--- config.mk ---
export PLATFORM = sky130hd
export DESIGN_NAME = legacy_map_decoder
export DESIGN_NICKNAME = d
export VERILOG_FILES = /design/src/rtl/lmap_pkg.sv /design/src/rtl/lmap_cfg_regs.sv /design/src/rtl/lmap_seg_lookup.sv /design/src/rtl/lmap_attr_select.sv /design/src/rtl/lmap_resolve.sv /design/src/rtl/legacy_map_decoder.sv
export SDC_FILE = /design/constraint.sdc
export NUM_CORES = 1
export LEC_CHECK = 0
export ABC_AREA = 1
export CELL_PAD_IN_SITES_DETAIL_PLACEMENT = 0
export CELL_PAD_IN_SITES_GLOBAL_PLACEMENT = 1
export CORE_MARGIN = 1
export CORE_UTILIZATION = 26
export CTS_CLUSTER_DIAMETER = 200
export DETAILED_ROUTE_END_ITERATION = 8
export PLACE_DENSITY_LB_ADDON = 0.1
export SYNTH_ARGS = -nofsm -noshare
export SYNTH_HDL_FRONTEND = slang
export SYNTH_SLANG_ARGS = --single-unit
--- constraint.sdc ---
create_clock -name clk_i -period 2.2 [get_ports clk_i]
set_input_delay 0.33 -clock clk_i [delete_from_list [all_inputs] [get_ports clk_i]]
set_output_delay 0.33 -clock clk_i [all_outputs]
set_load 0.005 [all_outputs]
--- src/rtl/lmap_pkg.sv ---
package lmap_pkg;
  typedef enum logic [1:0] {
    TGT_DRAM = 2'b00,
    TGT_FWD  = 2'b01,
    TGT_WIGN = 2'b10
  } tgt_e;

  typedef enum logic [1:0] {
    RGN_OUT   = 2'b00,
    RGN_VIDEO = 2'b01,
    RGN_SEG   = 2'b10,
    RGN_TOP   = 2'b11
  } rgn_e;

  localparam logic [1:0] ATTR_RW = 2'd3;
  localparam logic [1:0] ATTR_RO = 2'd1;
endpackage

--- src/rtl/lmap_cfg_regs.sv ---
module lmap_cfg_regs #(
  parameter int          CFG_AW    = 8,
  parameter int          NUM_BYTES = 7,
  parameter logic [7:0]  ATTR_BASE = 8'h59,
  parameter logic [7:0]  SMRAM_OFS = 8'h72,
  parameter logic [7:0]  SMRAM_RST = 8'h02
) (
  input  logic              clk_i,
  input  logic              rst_ni,
  input  logic              we_i,
  input  logic [CFG_AW-1:0] addr_i,
  input  logic [7:0]        wdata_i,
  output logic [7:0]        attr_bytes_o [NUM_BYTES],
  output logic [7:0]        smram_o
);
  for (genvar b = 0; b < NUM_BYTES; b++) begin : g_attr
    localparam logic [CFG_AW-1:0] OFS = CFG_AW'(ATTR_BASE) + CFG_AW'(b);
    always_ff @(posedge clk_i or negedge rst_ni) begin
      if (!rst_ni)                   attr_bytes_o[b] <= 8'h00;
      else if (we_i && addr_i == OFS) attr_bytes_o[b] <= wdata_i;
    end
  end

  always_ff @(posedge clk_i or negedge rst_ni) begin
    if (!rst_ni)                                     smram_o <= SMRAM_RST;
    else if (we_i && addr_i == CFG_AW'(SMRAM_OFS))   smram_o <= wdata_i;
  end
endmodule

--- src/rtl/lmap_seg_lookup.sv ---
module lmap_seg_lookup
  import lmap_pkg::*;
#(
  parameter int              ADDR_W    = 32,
  parameter int              NUM_SEG   = 12,
  parameter int              SEG_SHIFT = 14,
  parameter logic [31:0]     VID_BASE  = 32'h000A_0000,
  parameter logic [31:0]     SEG_BASE  = 32'h000C_0000,
  parameter logic [31:0]     TOP_BASE  = 32'h000F_0000,
  parameter logic [31:0]     WIN_END   = 32'h0010_0000,
  localparam int             SEG_IW    = $clog2(NUM_SEG)
) (
  input  logic [ADDR_W-1:0] addr_i,
  output rgn_e              rgn_o,
  output logic [SEG_IW-1:0] seg_idx_o
);
  logic [ADDR_W-1:0] seg_off;

  assign seg_off   = addr_i - ADDR_W'(SEG_BASE);
  assign seg_idx_o = seg_off[SEG_SHIFT +: SEG_IW];

  always_comb begin
    if (addr_i < ADDR_W'(VID_BASE) || addr_i >= ADDR_W'(WIN_END)) rgn_o = RGN_OUT;
    else if (addr_i < ADDR_W'(SEG_BASE))                          rgn_o = RGN_VIDEO;
    else if (addr_i < ADDR_W'(TOP_BASE))                          rgn_o = RGN_SEG;
    else                                                          rgn_o = RGN_TOP;
  end
endmodule

--- src/rtl/lmap_attr_select.sv ---
module lmap_attr_select #(
  parameter int  NUM_SEG   = 12,
  parameter int  TOP_LSB   = 4,
  localparam int NUM_BYTES = 1 + (NUM_SEG + 1) / 2,
  localparam int SEG_IW    = $clog2(NUM_SEG)
) (
  input  logic [7:0]        attr_bytes_i [NUM_BYTES],
  input  logic [SEG_IW-1:0] seg_idx_i,
  output logic [1:0]        seg_attr_o,
  output logic [1:0]        top_attr_o
);
  logic [1:0] seg_attr [NUM_SEG];

  // byte 0 holds the top segment; segments pack two per byte from byte 1
  for (genvar s = 0; s < NUM_SEG; s++) begin : g_seg
    localparam int BYTE = 1 + s / 2;
    localparam int LSB  = (s % 2) * 4;
    assign seg_attr[s] = attr_bytes_i[BYTE][LSB +: 2];
  end

  assign top_attr_o = attr_bytes_i[0][TOP_LSB +: 2];
  assign seg_attr_o = (int'(seg_idx_i) < NUM_SEG) ? seg_attr[seg_idx_i] : 2'b00;
endmodule

--- src/rtl/lmap_resolve.sv ---
module lmap_resolve
  import lmap_pkg::*;
#(
  parameter int OPEN_BIT = 6,
  parameter int SMM_BIT  = 3
) (
  input  rgn_e       rgn_i,
  input  logic [1:0] seg_attr_i,
  input  logic [1:0] top_attr_i,
  input  logic       we_i,
  input  logic       smm_i,
  input  logic [7:0] smram_i,
  output tgt_e       tgt_o
);
  logic [1:0] attr;
  logic       vid_dram;

  assign attr     = (rgn_i == RGN_TOP) ? top_attr_i : seg_attr_i;
  assign vid_dram = smram_i[OPEN_BIT] | (smm_i & smram_i[SMM_BIT]);

  always_comb begin
    unique case (rgn_i)
      RGN_OUT:   tgt_o = TGT_DRAM;
      RGN_VIDEO: tgt_o = vid_dram ? TGT_DRAM : TGT_FWD;
      default: begin
        if (attr == ATTR_RW)      tgt_o = TGT_DRAM;
        else if (attr == ATTR_RO) tgt_o = we_i ? TGT_WIGN : TGT_DRAM;
        else                      tgt_o = TGT_FWD;
      end
    endcase
  end
endmodule

--- src/rtl/legacy_map_decoder.sv ---
module legacy_map_decoder
  import lmap_pkg::*;
#(
  parameter int          ADDR_W    = 32,
  parameter int          CFG_AW    = 8,
  parameter int          NUM_SEG   = 12,
  parameter int          SEG_SHIFT = 14,
  parameter logic [7:0]  ATTR_BASE = 8'h59,
  parameter logic [7:0]  SMRAM_OFS = 8'h72,
  parameter logic [7:0]  SMRAM_RST = 8'h02
) (
  input  logic              clk_i,
  input  logic              rst_ni,
  input  logic              cfg_we_i,
  input  logic [CFG_AW-1:0] cfg_addr_i,
  input  logic [7:0]        cfg_wdata_i,
  input  logic              smm_i,
  input  logic [ADDR_W-1:0] acc_addr_i,
  input  logic              acc_we_i,
  output logic [1:0]        tgt_o
);
  localparam int NUM_BYTES = 1 + (NUM_SEG + 1) / 2;
  localparam int SEG_IW    = $clog2(NUM_SEG);

  logic [7:0]        attr_bytes [NUM_BYTES];
  logic [7:0]        smram_q;
  rgn_e              rgn;
  logic [SEG_IW-1:0] seg_idx;
  logic [1:0]        seg_attr, top_attr;
  tgt_e              tgt;

  lmap_cfg_regs #(
    .CFG_AW(CFG_AW), .NUM_BYTES(NUM_BYTES), .ATTR_BASE(ATTR_BASE),
    .SMRAM_OFS(SMRAM_OFS), .SMRAM_RST(SMRAM_RST)
  ) u_regs (
    .clk_i(clk_i), .rst_ni(rst_ni), .we_i(cfg_we_i), .addr_i(cfg_addr_i),
    .wdata_i(cfg_wdata_i), .attr_bytes_o(attr_bytes), .smram_o(smram_q)
  );

  lmap_seg_lookup #(
    .ADDR_W(ADDR_W), .NUM_SEG(NUM_SEG), .SEG_SHIFT(SEG_SHIFT)
  ) u_lookup (
    .addr_i(acc_addr_i), .rgn_o(rgn), .seg_idx_o(seg_idx)
  );

  lmap_attr_select #(.NUM_SEG(NUM_SEG)) u_sel (
    .attr_bytes_i(attr_bytes), .seg_idx_i(seg_idx),
    .seg_attr_o(seg_attr), .top_attr_o(top_attr)
  );

  lmap_resolve u_res (
    .rgn_i(rgn), .seg_attr_i(seg_attr), .top_attr_i(top_attr),
    .we_i(acc_we_i), .smm_i(smm_i), .smram_i(smram_q), .tgt_o(tgt)
  );

  assign tgt_o = tgt;
endmodule

==> Word level (Yosys, flattened, before mapping) <==
Index checks and enable logic that the tools add are counted.
{ "totals": {"elab_cells": 53, "in_bits": 53, "output_inout_bits": 2, "reg_bits": 49} }
{ "op_classes": {"bitwise_logic": 3, "reduce_logical": 10, "addsub": 1, "eq_ne": 12, "n_mux": 13, "n_lt_le_gt_ge": 6} }
{ "op_table": {"columns": ["op", "n"], "rows": [
  ["$lt 32x20->1 const B", 3],
  ["$eq 8x7->1 const B", 8],
  ["$ge 32x21->1 const B", 1],
  ["$mux 2", 9],
  ["$sub 18x1->18 const B", 1],
  ["$bmux 2 s4", 1],
  ["$logic_and 1x1->1", 8],
  ["$ge 5x5->1 const B", 1],
  ["$not 4->5", 1],
  ["$eq 2x1->1 const B", 2],
  ["$eq 2x2->1 const B", 2],
  ["$lt 4x4->1 const B", 1],
  ["$pmux 2 s2", 1],
  ["$logic_not 2->1", 1],
  ["$mux 1", 2],
  ["$and 1x1->1", 1],
  ["$logic_or 1x1->1", 1],
  ["$or 1x1->1", 1]
]} }

==> Depth between registers and ports, before layout <==
{ "depth": {"word_depth": 11, "depth_mapped": 11, "depth_no_buf": 11} }

==> Cells and area by module <==
From an unflattened synthesis, not the netlist that was laid out.
{ "hier_totals": {"hier_cells": 401, "area_unflattened_um2": 3189.3} }
{ "by_module_without_submodules": {"columns": ["mod", "area_each_um2", "cells_each", "n_inst", "seq_area_each_um2"], "rows": [
  ["lmap_cfg_regs", 2745.1, 302, 1, 1602.8],
  ["lmap_attr_select", 254.0, 56, 1, 0.0],
  ["lmap_seg_lookup", 112.6, 25, 1, 0.0],
  ["lmap_resolve", 77.6, 18, 1, 0.0]
]} }

==> Worst setup path before layout <==
No wires, ideal clock.
{ "synth_path": {"path_kind": "input to output", "startpoint": "input acc_addr_i[15]", "endpoint": "output tgt_o[1]", "t_required_ns": 1.870, "setup_slack_ns": 0.846, "path_buffers": 1, "path_stages": 10, "arrival_time_ns": 1.024, "path_cell_list": "buf_2 -> inv_2 -> nand3_1 -> nand2_1 -> nand2_1 -> nand2_1 -> nand2_1 -> nand2_2 -> inv_1 -> nor2_1"} }
{ "synth_between": {"elab_chain_cells": 11, "elab_cells_between_ends": 24, "classes_between": "1 x add/sub; 5 x order compare; 4 x eq/ne; 11 x mux; 1 x bitwise; 2 x reduce/logical"} }
{ "synth_lines": {"columns": ["item", "line", "rtl"], "rows": [
  ["start, declared", "legacy_map_decoder.sv:18", "input logic [ADDR_W-1:0] acc_addr_i,"],
  ["$sub 18x1->18", "lmap_seg_lookup.sv:19", "assign seg_off = addr_i - ADDR_W'(SEG_BASE);"],
  ["$not 4->5 (implied by the code)", "lmap_attr_select.sv:22", "assign seg_attr_o = (int'(seg_idx_i) < NUM_SEG) ? seg_attr[seg_idx_i] : 2'b00;"],
  ["$bmux 2 s4", "lmap_attr_select.sv:22", null],
  ["$mux 2 (implied by the code) (2 in series)", "lmap_attr_select.sv:22", null],
  ["$mux 2", "lmap_attr_select.sv:22", null],
  ["$mux 2", "lmap_resolve.sv:18", "assign attr = (rgn_i == RGN_TOP) ? top_attr_i : seg_attr_i;"],
  ["$eq 2x1->1", "lmap_resolve.sv:27", "else if (attr == ATTR_RO) tgt_o = we_i ? TGT_WIGN : TGT_DRAM;"],
  ["$mux 2", "lmap_resolve.sv:27", null],
  ["$mux 2", "lmap_resolve.sv:26", "if (attr == ATTR_RW) tgt_o = TGT_DRAM;"],
  ["$pmux 2 s2 *", "lmap_resolve.sv:22", "unique case (rgn_i)"],
  ["end, declared", "legacy_map_decoder.sv:20", "output logic [1:0] tgt_o"]
]} }
Mark *: on every way between the ends. The rest lies on a longest branch, timed or not. The select of a mux whose other input is x is not followed.

==> Final worst setup path <==
{ "layout_path": {"startpoint": "input acc_addr_i[22]", "endpoint": "output tgt_o[0]"} }
{ "layout_between": {"elab_chain_cells": 10, "elab_cells_between_ends": 17, "classes_between": "4 x order compare; 4 x eq/ne; 7 x mux; 2 x reduce/logical"} }
{ "layout_lines": {"columns": ["item", "line", "rtl"], "rows": [
  ["$lt 32x20->1", "lmap_seg_lookup.sv:25", "else if (addr_i < ADDR_W'(TOP_BASE)) rgn_o = RGN_SEG;"],
  ["$mux 1", "lmap_seg_lookup.sv:25", null],
  ["$mux 2", "lmap_seg_lookup.sv:24", "else if (addr_i < ADDR_W'(SEG_BASE)) rgn_o = RGN_VIDEO;"],
  ["$mux 2 *", "lmap_seg_lookup.sv:23", "if (addr_i < ADDR_W'(VID_BASE) || addr_i >= ADDR_W'(WIN_END)) rgn_o = RGN_OUT;"],
  ["$eq 2x2->1", "lmap_resolve.sv:18", null],
  ["$mux 2", "lmap_resolve.sv:18", null],
  ["$eq 2x1->1", "lmap_resolve.sv:27", null],
  ["$mux 2", "lmap_resolve.sv:27", null],
  ["$mux 2", "lmap_resolve.sv:26", null],
  ["$pmux 2 s2 *", "lmap_resolve.sv:22", null]
]} }
Mark *: on every way between the ends. The rest lies on a longest branch, timed or not.

==> metrics <==
post-synthesis cell type count 23; vias in the first global route 1379; Power, Total 1020 µW; outcome completed; leakage power 0.000969 µW; HPWL Detailed 3080 µm; area grow syn2layout 36.9%; Seq/Total Area, Yosys 45.2%; syn_area_per_cell 7.45 µm²; Via density roughly 4.4; Routed WL per cell between 10 and 15 µm; # rows 27; diode count 0; Fmax roughly 510 MHz; Post-CTS Hold Fix Bufs 0; GRT Residual Overflow 0; clock buffer depth 2; IO Port Bufs 38; R2R cell count 1; Mapped Cells around 210; Die H around 79 µm; fin cells 329; H-tree Lvls 1; CTS tree yes; CTS root buf clkbuf_8; final WL about 3900 µm; crit end category output pin; worst-skew pair later-pin latency between 200 and 300 ps; Routability Congestion 0.700; crit path max-delay cell type clkdlybuf4s50_1; Final setup viols 0; clock sink count 28; vias 1452; syn_nets between 200 and 300; Fin Setup TNS 0 ps; Worst Tran Pin Value between 300 and 400 ps; Reg-to-Reg End u_regs.smram_o[3]$_DFFE_PN0P_; Routed Antenna Nets 0; final worst clock skew 0 ps; crit path DAT 1650 ps; Total GRT Usage 13.6%; placed insts 325; Relative slew margins 75.9%; Mapped Area 1550 µm²; share of cells above drive strength 1 12.1%; final number of max-transition violations 0; Die ar. 6270 µm²; crit-path max FO 2; Reg2Reg Launch Point u_regs.smram_o[3]$_DFFE_PN0P_; clock period minus worst slack 1980 ps; CTS Buf Count 3; nets@finish 312; setup ws final 222 ps; CP Cell Sequence clkdlybuf4s50_1, nor2_1, nand2_1, nor2_2, nand2_1, nor2_1, nand3_1, nand2_2, a21oi_2, dlygate4sd2_1; final hold slack approximately 430 ps; PD cells approximately 480 nW/µm²; core area 5610 µm²; Starting DRT DRC Count 81; FF+latch count, synth 28; DRC Markers 0; Final period util between 80% and 90%; final hold vios 0; # IOs 55; delay of the slowest critical-path stage 400 ps; initial antenna violation count 0; setup slack, reg-to-reg 1400 ps; Hold WC Path Type primary input to asynchronous set/reset pin; worst path required time ~1900 ps; YS warnings 0; die width 79.2 µm; Reg clk slew, reported paths 90 ps; dpl ws -260 ps; worst-case vdd ir drop 0.224 mV; DR pass1 iterations 4; startpoint types primary input; MaxCap Viol Count 0; RSZ-0062 raised after global routing false; CP Class primary input to output pin; largest net degree at the start of global routing 29; Initial Util 27.6%; first-pass GRT wire length 6620 µm
==> report_power, final <==
part	total (µW)	leakage (µW)	internal [µW]	switching, µW
Combinational	187	0.000561	100	87.2
Clock	274	0.0000216	123	152
Sequential	554	0.000386	540	14.1
==> routing by layer <==
layer,share of wire [%],track usage [%]
met4,1.3,4.91
met2,46,21.1
met1,50,19.5
met3,2.4,1.15
met5,0,0
==> worst max-delay path: cells and delay by family <==
family                 cells  cell delay, ps
AOI/OAI and AO/OA          1              50
buffers and inverters      2             650
and+or+nand+nor            7             620
==> area by class of cell <==
cell class,count,area [µm²]
Inverter,19,73.8
Fill cell,642,3490
Tap cell,72,90.1
Multi-Input combinational cell,158,757
Timing Repair Buffer,49,458
Sequential cell,28,701
Clock buffer,3,41.3
==> how the worst max path moves through the flow <==
stage / startpoint / end / slack [ps] / depth (start not counted)
after floorplan: acc_addr_i[15] / tgt_o[1] / 850 / 10
after global placement: acc_addr_i[14] / tgt_o[1] / -270 / 13
final: acc_addr_i[22] / tgt_o[0] / 220 / 10
after detailed placement: acc_addr_i[14] / tgt_o[1] / -260 / 13
after CTS: acc_addr_i[22] / tgt_o[1] / 120 / 11
after global routing: acc_addr_i[22] / tgt_o[0] / 60 / 10
==> through the flow <==
step           instance area (µm²)  utilization [%]
4_1_cts                       2120             37.9
6_report                      2120             37.8
5_1_grt                       2120             37.8
2_1_floorplan                 1550                -
3_5_place_dp                  2070             36.9
3_3_place_gp                  2070             36.9
==> cells in the mapped netlist, drive strengths merged <==
master | number | area (µm²)
nand3b | 1 | 20.0
nor2 | 22 | 92.6
nor3 | 3 | 20.0
o21ai | 29 | 145
o21a | 2 | 15.0
nand4 | 1 | 6.26
dfrtp | 28 | 701
nand2 | 70 | 265
buf | 3 | 27.5
mux2 | 2 | 22.5
inv | 19 | 71.3
or2 | 1 | 8.76
a21oi | 2 | 13.8
nand3 | 25 | 140
==> cells by family (layout without fill, tap and decap cells) <==
| kind of cell | after synthesis | after routing | synth area share (%) |
|---|---|---|---|
| simple gates | 123 | 123 | 35.7 |
| compound gates | 33 | 33 | 11.2 |
| flops | 28 | 28 | 45.2 |
| buf+inv | 22 | 71 | 6.38 |
| mux | 2 | 2 | 1.45 |
==> timing repair <==
action | CTS | global route
gates resized for setup | 9 | 2
setup endpoints to repair | 2 | 1
buffers inserted | 1 | 0
pin swaps | 3 | 2
==> placed cells by master, fill, tap and decap left out, types with 2 or more instances in the layout <==
master,n
buf_4,10
clkbuf_8,3
clkdlybuf4s50_1,34
dfrtp_1,28
dlygate4sd2_1,3
inv_1,16
inv_2,2
mux2_1,2
nand2_1,69
nand3_1,22
nand3_2,3
nor2_1,17
nor2_2,4
nor3_1,2
o21a_1,2
o21ai_0,25
o21ai_1,4
==> registers in the layout, summed over array words and instances (netlist names) <==
| signal | cells |
|---|---|
| u_regs.smram_o | 2 |
| u_regs.attr_bytes_o | 26 |
(Power assumes the default switching activity.)
